===== src/rtl/ppr_pkg.sv =====
package ppr_pkg;

  typedef enum logic [2:0] {
    RG_CTRL      = 3'd0,
    RG_GIC_ALIAS = 3'd1,
    RG_GIC_IDX   = 3'd2,
    RG_TMR_ALIAS = 3'd3,
    RG_TMR_IDX   = 3'd4,
    RG_BAD       = 3'd5
  } ppr_region_e;

  localparam int unsigned OFF_W      = 12;
  localparam int unsigned PAGE_W     = 4;
  localparam int unsigned SUB_W      = 8;
  localparam int unsigned TREG_W     = 4;
  localparam int unsigned TSEL_BIT   = 5;

  // Pages (256-byte units) fixed by the window layout
  localparam int unsigned PG_CTRL      = 0;
  localparam int unsigned PG_GIC_ALIAS = 1;
  localparam int unsigned PG_GIC_IDX   = 2;

  // Control-range register offsets
  localparam logic [SUB_W-1:0] SUB_CTRL = 8'h00;
  localparam logic [SUB_W-1:0] SUB_CFG  = 8'h04;
  localparam logic [SUB_W-1:0] SUB_STAT = 8'h08;
  localparam logic [SUB_W-1:0] SUB_INV  = 8'h0C;
  localparam logic [7:0]       CFG_WORD = 8'hF3;

endpackage


===== src/rtl/ppr_region_dec.sv =====
module ppr_region_dec
  import ppr_pkg::*;
#(
  parameter int unsigned NCPU  = 4,
  parameter int unsigned CPU_W = 2
) (
  input  logic [PAGE_W-1:0] page,
  input  logic              tsel,
  input  logic [CPU_W-1:0]  req_cpu,
  output ppr_region_e       region,
  output logic [CPU_W-1:0]  bank_cpu,
  output logic [CPU_W:0]    tmr_inst
);

  localparam int unsigned PX_W = PAGE_W + 1;
  localparam logic [PX_W-1:0] PX_CTRL      = PX_W'(PG_CTRL);
  localparam logic [PX_W-1:0] PX_GIC_ALIAS = PX_W'(PG_GIC_ALIAS);
  localparam logic [PX_W-1:0] PX_GIC_IDX   = PX_W'(PG_GIC_IDX);
  localparam logic [PX_W-1:0] PX_GIC_END   = PX_W'(PG_GIC_IDX + NCPU);
  localparam logic [PX_W-1:0] PX_TMR_ALIAS = PX_GIC_END;
  localparam logic [PX_W-1:0] PX_TMR_IDX   = PX_W'(PG_GIC_IDX + NCPU + 1);
  localparam logic [PX_W-1:0] PX_TMR_END   = PX_W'(PG_GIC_IDX + 2 * NCPU + 1);

  logic [PX_W-1:0] page_x;

  always_comb begin
    page_x   = {1'b0, page};
    region   = RG_BAD;
    bank_cpu = req_cpu;
    if (page_x == PX_CTRL) begin
      region = RG_CTRL;
    end else if (page_x == PX_GIC_ALIAS) begin
      region = RG_GIC_ALIAS;
    end else if (page_x < PX_GIC_END) begin
      region   = RG_GIC_IDX;
      bank_cpu = CPU_W'(page_x - PX_GIC_IDX);
    end else if (page_x == PX_TMR_ALIAS) begin
      region = RG_TMR_ALIAS;
    end else if (page_x < PX_TMR_END) begin
      region   = RG_TMR_IDX;
      bank_cpu = CPU_W'(page_x - PX_TMR_IDX);
    end
    tmr_inst = {bank_cpu, tsel};
  end

endmodule


===== src/rtl/ppr_ctrl_regs.sv =====
module ppr_ctrl_regs
  import ppr_pkg::*;
#(
  parameter int unsigned DATA_W = 32
) (
  input  logic              clk,
  input  logic              rst_n,
  input  logic              hit,
  input  logic              wr,
  input  logic [SUB_W-1:0]  sub,
  input  logic              wbit,
  output logic [DATA_W-1:0] rdata,
  output logic              bad,
  output logic              en
);

  logic en_q, en_d, en_we;
  logic bad_raw;

  always_comb begin
    en_d    = en_q;
    en_we   = 1'b0;
    bad_raw = 1'b0;
    rdata   = '0;
    case (sub)
      SUB_CTRL: begin
        rdata = DATA_W'(en_q);
        if (hit && wr) begin
          en_we = 1'b1;
          en_d  = wbit;
        end
      end
      SUB_CFG:  begin
        rdata   = DATA_W'(CFG_WORD);
        bad_raw = wr;
      end
      SUB_STAT: bad_raw = wr;
      SUB_INV:  bad_raw = 1'b0;
      default:  bad_raw = 1'b1;
    endcase
    bad = hit & bad_raw;
  end

  always_ff @(posedge clk or negedge rst_n) begin
    if (!rst_n) begin
      en_q <= 1'b0;
    end else if (en_we) begin
      en_q <= en_d;
    end
  end

  assign en = en_q;

endmodule


===== src/rtl/ppr_tick_route.sv =====
module ppr_tick_route #(
  parameter int unsigned NTMR = 8
) (
  input  logic            clk,
  input  logic            rst_n,
  input  logic [NTMR-1:0] evt,
  output logic [NTMR-1:0] ppi_set
);

  // Bit i targets core i/2, interrupt number 29 + (i % 2)
  for (genvar i = 0; i < NTMR; i++) begin : g_inst
    logic prev_q, set_q;
    logic set_d;

    always_comb begin
      set_d = evt[i] & ~prev_q;
    end

    always_ff @(posedge clk or negedge rst_n) begin
      if (!rst_n) begin
        prev_q <= 1'b0;
        set_q  <= 1'b0;
      end else begin
        prev_q <= evt[i];
        set_q  <= set_d;
      end
    end

    assign ppi_set[i] = set_q;
  end

endmodule


===== src/rtl/ppr_decoder.sv =====
module ppr_decoder
  import ppr_pkg::*;
#(
  parameter  int unsigned NCPU   = 4,
  parameter  int unsigned DATA_W = 32,
  localparam int unsigned CPU_W  = $clog2(NCPU),
  localparam int unsigned NTMR   = 2 * NCPU
) (
  input  logic              clk,
  input  logic              rst_n,
  input  logic              req_valid,
  input  logic              req_write,
  input  logic [OFF_W-1:0]  req_addr,
  input  logic [DATA_W-1:0] req_wdata,
  input  logic [CPU_W-1:0]  req_cpu,
  output logic [DATA_W-1:0] rsp_rdata,
  output logic              rsp_err,
  output logic              gic_sel,
  output logic [CPU_W-1:0]  gic_cpu,
  output logic [SUB_W-1:0]  gic_off,
  input  logic [DATA_W-1:0] gic_rdata,
  output logic              tmr_sel,
  output logic [CPU_W:0]    tmr_idx,
  output logic [TREG_W-1:0] tmr_off,
  input  logic [DATA_W-1:0] tmr_rdata,
  output logic              tgt_write,
  output logic [DATA_W-1:0] tgt_wdata,
  output logic              scu_en,
  input  logic [NTMR-1:0]   tmr_evt,
  output logic [NTMR-1:0]   ppi_set
);

  // Reset: asynchronous assertion, two-flop synchronous release
  logic rst_s1_q, rst_s2_q, rst_int_n;

  always_ff @(posedge clk or negedge rst_n) begin
    if (!rst_n) begin
      rst_s1_q <= 1'b0;
      rst_s2_q <= 1'b0;
    end else begin
      rst_s1_q <= 1'b1;
      rst_s2_q <= rst_s1_q;
    end
  end

  assign rst_int_n = rst_s2_q;

  ppr_region_e       region;
  logic [CPU_W-1:0]  bank_cpu;
  logic [CPU_W:0]    tmr_inst;
  logic              ctrl_hit, ctrl_bad;
  logic [DATA_W-1:0] ctrl_rdata;
  logic [DATA_W-1:0] rd_mux;
  logic              err_raw, gic_hit, tmr_hit;

  ppr_region_dec #(
    .NCPU  (NCPU),
    .CPU_W (CPU_W)
  ) u_dec (
    .page     (req_addr[OFF_W-1:SUB_W]),
    .tsel     (req_addr[TSEL_BIT]),
    .req_cpu  (req_cpu),
    .region   (region),
    .bank_cpu (bank_cpu),
    .tmr_inst (tmr_inst)
  );

  assign ctrl_hit = req_valid && (region == RG_CTRL);

  ppr_ctrl_regs #(
    .DATA_W (DATA_W)
  ) u_ctrl (
    .clk   (clk),
    .rst_n (rst_int_n),
    .hit   (ctrl_hit),
    .wr    (req_write),
    .sub   (req_addr[SUB_W-1:0]),
    .wbit  (req_wdata[0]),
    .rdata (ctrl_rdata),
    .bad   (ctrl_bad),
    .en    (scu_en)
  );

  ppr_tick_route #(
    .NTMR (NTMR)
  ) u_tick (
    .clk     (clk),
    .rst_n   (rst_int_n),
    .evt     (tmr_evt),
    .ppi_set (ppi_set)
  );

  always_comb begin
    gic_hit = 1'b0;
    tmr_hit = 1'b0;
    err_raw = 1'b0;
    rd_mux  = '0;
    case (region)
      RG_CTRL: begin
        rd_mux  = ctrl_rdata;
        err_raw = ctrl_bad;
      end
      RG_GIC_ALIAS, RG_GIC_IDX: begin
        gic_hit = 1'b1;
        rd_mux  = gic_rdata;
      end
      RG_TMR_ALIAS, RG_TMR_IDX: begin
        tmr_hit = 1'b1;
        rd_mux  = tmr_rdata;
      end
      default: err_raw = 1'b1;
    endcase
  end

  assign gic_sel   = req_valid & gic_hit;
  assign tmr_sel   = req_valid & tmr_hit;
  assign rsp_err   = req_valid & err_raw;
  assign rsp_rdata = (req_valid && !req_write && !err_raw) ? rd_mux : '0;
  assign gic_cpu   = bank_cpu;
  assign gic_off   = req_addr[SUB_W-1:0];
  assign tmr_idx   = tmr_inst;
  assign tmr_off   = req_addr[TREG_W-1:0];
  assign tgt_write = req_write;
  assign tgt_wdata = req_wdata;

endmodule


===== config.mk =====
export PLATFORM = sky130hd
export DESIGN_NAME = ppr_decoder
export DESIGN_NICKNAME = d
export VERILOG_FILES = /design/src/rtl/ppr_pkg.sv /design/src/rtl/ppr_region_dec.sv /design/src/rtl/ppr_ctrl_regs.sv /design/src/rtl/ppr_tick_route.sv /design/src/rtl/ppr_decoder.sv
export SDC_FILE = /design/constraint.sdc
export NUM_CORES = 1
export LEC_CHECK = 0
export BUFFER_PORTS_ARGS = -buffer_cell sky130_fd_sc_hd__buf_4
export CORE_AREA = 2 2 84 86
export DETAILED_ROUTE_END_ITERATION = 16
export DIE_AREA = 0 0 86 88
export GPL_TIMING_DRIVEN = 0
export MAX_ROUTING_LAYER = met4
export PLACE_DENSITY = 0.68
export SLEW_MARGIN = 20
export SYNTH_ARGS = -nofsm -noshare
export SYNTH_HDL_FRONTEND = slang
export SYNTH_SLANG_ARGS = --single-unit

===== constraint.sdc =====
create_clock -name clk -period 2.7 [get_ports clk]
set_input_delay 0.54 -clock clk [delete_from_list [all_inputs] [get_ports clk]]
set_output_delay 0.54 -clock clk [all_outputs]
set_load 0.01 [all_outputs]

==> impl_results.md <==
- Status: finished, final reports clean
- DP HPWL: roughly 6000 um
- F_max: around 390 MHz
- CP Launch Type: input pin
- Total Wirelength: between 7000 and 8000 um
- Routed Antenna Nets: 0
- Syn nets: ~340
- Share of flip-flops with an asynchronous set or reset: 1.00
- Clock skew: 0.00408 ns
- Fillcell total: 659
- Core Region: between 6000 and 7000 um^2
- Post-synth top cells: 57 x buf_4, 32 x a22oi_1, 32 x nor2_1
- Bufs on Longest Clock Path: 2
- Post-route minimum period: approximately 2.6 ns
- H-tree level count: 1
- Cell Pwr Density: 284 nW/um^2
- Crit path DAT: 2.01 ns
- Share of cells above drive strength 1: 0.674
- Layout Nets: approximately 530
- Worst relative slew slack: 0.565
- Post-synth cell types: 35
- Synth top area cells: dfrtp_1 27%, buf_4 24%, a22oi_1 13%, nor2_1 6.7%, nor2b_1 3.5%
- Global router's overall resource usage: 0.172
- DRT met1 WL: between 2000 and 3000 um
- DR vias: 2134
- Setup Crit Path Kind: in2out
- IO Pins: 216
- Synth Cell Area: 1790 um^2
- DRT iter0 DRCs: between 50 and 60
- Hold buffer count at CTS: 0
- CTS tree: yes
- Fin. Hold Viols: 0
- Final worst-path cycle share: 0.945
- Via/cell ratio: 4.46
- Hold Path Class: in2async
- Synth Instances: roughly 210
- Wirelength per Cell: 14.7 um
- Peak supply drop: 0.312 mV
- Unrepaired setup endpoints after global routing: no
- Starting Density: 0.269
- Clk slew on worst S/H paths: 0.06 ns
- Drt pass-1 iters: 4
- Cell taking the most area after synthesis: dfrtp_1
- Synthesized flop and latch total: 19
- Placed Cells: between 400 and 500
- Leakage: about 0.0018 uW
- CP max FO: 8
- Most numerous cell in the Yosys netlist: buf_4
- Layout Cells excl Fill: between 400 and 500
- Top FF cell, synth: dfrtp_1
- Routed length on met2: 3570 um
- Die area: roughly 7600 um^2
- Reg2Reg Depth: 1
- GRT overflow: 0
- Critical Path RT: approximately 2.2 ns
- Setup Viol. Count Final: 0
- Clock latency on the worst-skew pair: ~0.25 ns
- Die Y: 88 um
- Setup TNS: 0 ns
- Die Width: 86 um
- Top cell type's share of synthesized area: 0.266
- Max-slew violation count: 0
- Routability Congestion: approximately 0.81
- Ys Warns: 0
- Worst-Margin Slew: about 0.65 ns
- Port buffer count: ~180
- Hold slack: between 0.05 and 0.06 ns
- Area delta synth->final: 88.0%
- Antenna diodes: 0
- Max-Cap Viols: 0
- Avg Cell Area, Syn: 8.47 um^2
- Initial antenna violation count: 0
- Post-synthesis sequential area ratio: 0.266
- Global-route wire length before repair: just over 10000 um
- Crit. End Element: output port
- Highest Signal Layer: met4
- Largest net degree at the start of global routing: 18
- Number of CTS-inserted buffers: 3
- DRC viols: 0
- EDFF count, synth: 0
- Met3 WL post-DR: approximately 590 um
- Std cell rows: 30
- CTS Sinks: 19
- Vias in the first global route: approximately 2000
- Root Buffer: clkbuf_8
[through the flow]
stage	area (um^2)	power, uW	setup slack [ns]	util
finish	3360	956	0.150	0.506
CTS	3320	964	0.00580	0.500
global route	3360	1020	0.00585	0.506
floorplan	1790	526	0.355	-
detailed placement	3270	767	-0.0304	0.492
global placement	3270	762	0.0149	0.492
[where the power goes]
part           switching (uW)  leakage [uW]  internal [uW]
Sequential               7.74      0.000234            298
Clock                    82.6     0.0000228            105
Combinational             184       0.00152            279
Total                     274       0.00178            681
[registers in the layout, summed over array words and instances, names as in the netlist]
| register | flops |
|---|---|
| u_ctrl.en | 1 |
| rst_int_n | 1 |
| u_tick.g_inst.set_q | 8 |
| rst_s1_q | 1 |
| u_tick.g_inst.prev_q | 8 |
[metal layers]
metal	up-vias	GRT usage
li1	1053	-
met1	967	0.225
met2	110	0.291
met3	4	0.0226
met4	0	0.0260
met5	-	-
[cells by family (layout without fill, tap and decap cells)]
logic type               count (synthesis)  in the layout  synth area share
AND/OR/NAND/NOR                         58             58             0.157
multiplexers                             3              3            0.0252
adder cells (fa/ha/maj)                  4              4            0.0280
XOR/XNOR                                 1              1           0.00490
other                                    1              1           0.00210
flip-flops                              19             19             0.266
buffers and inverters                   70            258             0.288
AO/OA/AOI/OAI                           55             55             0.229
[cell type report]
| cell class | instances | area, um^2 | share of cell area |
|---|---|---|---|
| Sequential cell | 19 | 475 | 0.141 |
| Buffer | 68 | 510 | 0.152 |
| Tap cell | 80 | 100 | 0.0298 |
| Multi-Input combinational cell | 122 | 841 | 0.250 |
| Inverter | 2 | 7.51 | 0.00223 |
| Timing Repair Buffer | 184 | 1380 | 0.411 |
| Clock buffer | 4 | 45.0 | 0.0134 |
[cell usage in the layout, fill, tap and decap left out, types with 2 or more instances in the layout]
cell type / n
buf_4: 242
a22oi_1: 32
nor2_1: 31
dfrtp_1: 19
nor2b_1: 10
a21oi_1: 9
buf_2: 6
buf_6: 4
ha_1: 3
clkbuf_8: 3
inv_1: 2
nand2b_4: 2
mux2_2: 2
o21ai_0: 2
and2_1: 2
nand4_1: 2
o21bai_1: 2
nand2_1: 2
o21a_1: 2
[final timing paths]
path	start	end	slack [ns]
worst min register to register	rst_int_n	u_tick.g_inst[7].prev_q	0.27
worst max-delay path	req_addr[9]	tmr_idx[1]	0.15
worst max register to register	u_ctrl.en	u_ctrl.en	1.94
worst min-delay path	rst_n	rst_s1_q	0.06
min in group clk	rst_s1_q	rst_int_n	0.35
max in group asynchronous	rst_int_n	u_tick.g_inst[7].set_q	2.01
[what timing repair did]
| action | 4_1_cts | 5_1_grt |
|---|---|---|
| setup buffers | 0 | 0 |
| gates resized for setup | 3 | 9 |
| endpoints found under the setup margin | 2 | 14 |
| pin swaps | 0 | 1 |
| cloned | 0 | 0 |
[critical path, cell delays in order]
cell	delay [ns]
buf_4	0.14
ha_1	0.21
nand2b_4	0.19
mux2_2	0.27
o32ai_1	0.26
o21ai_1	0.12
buf_4	0.14
buf_4	0.13
(Power assumes the default switching activity.)
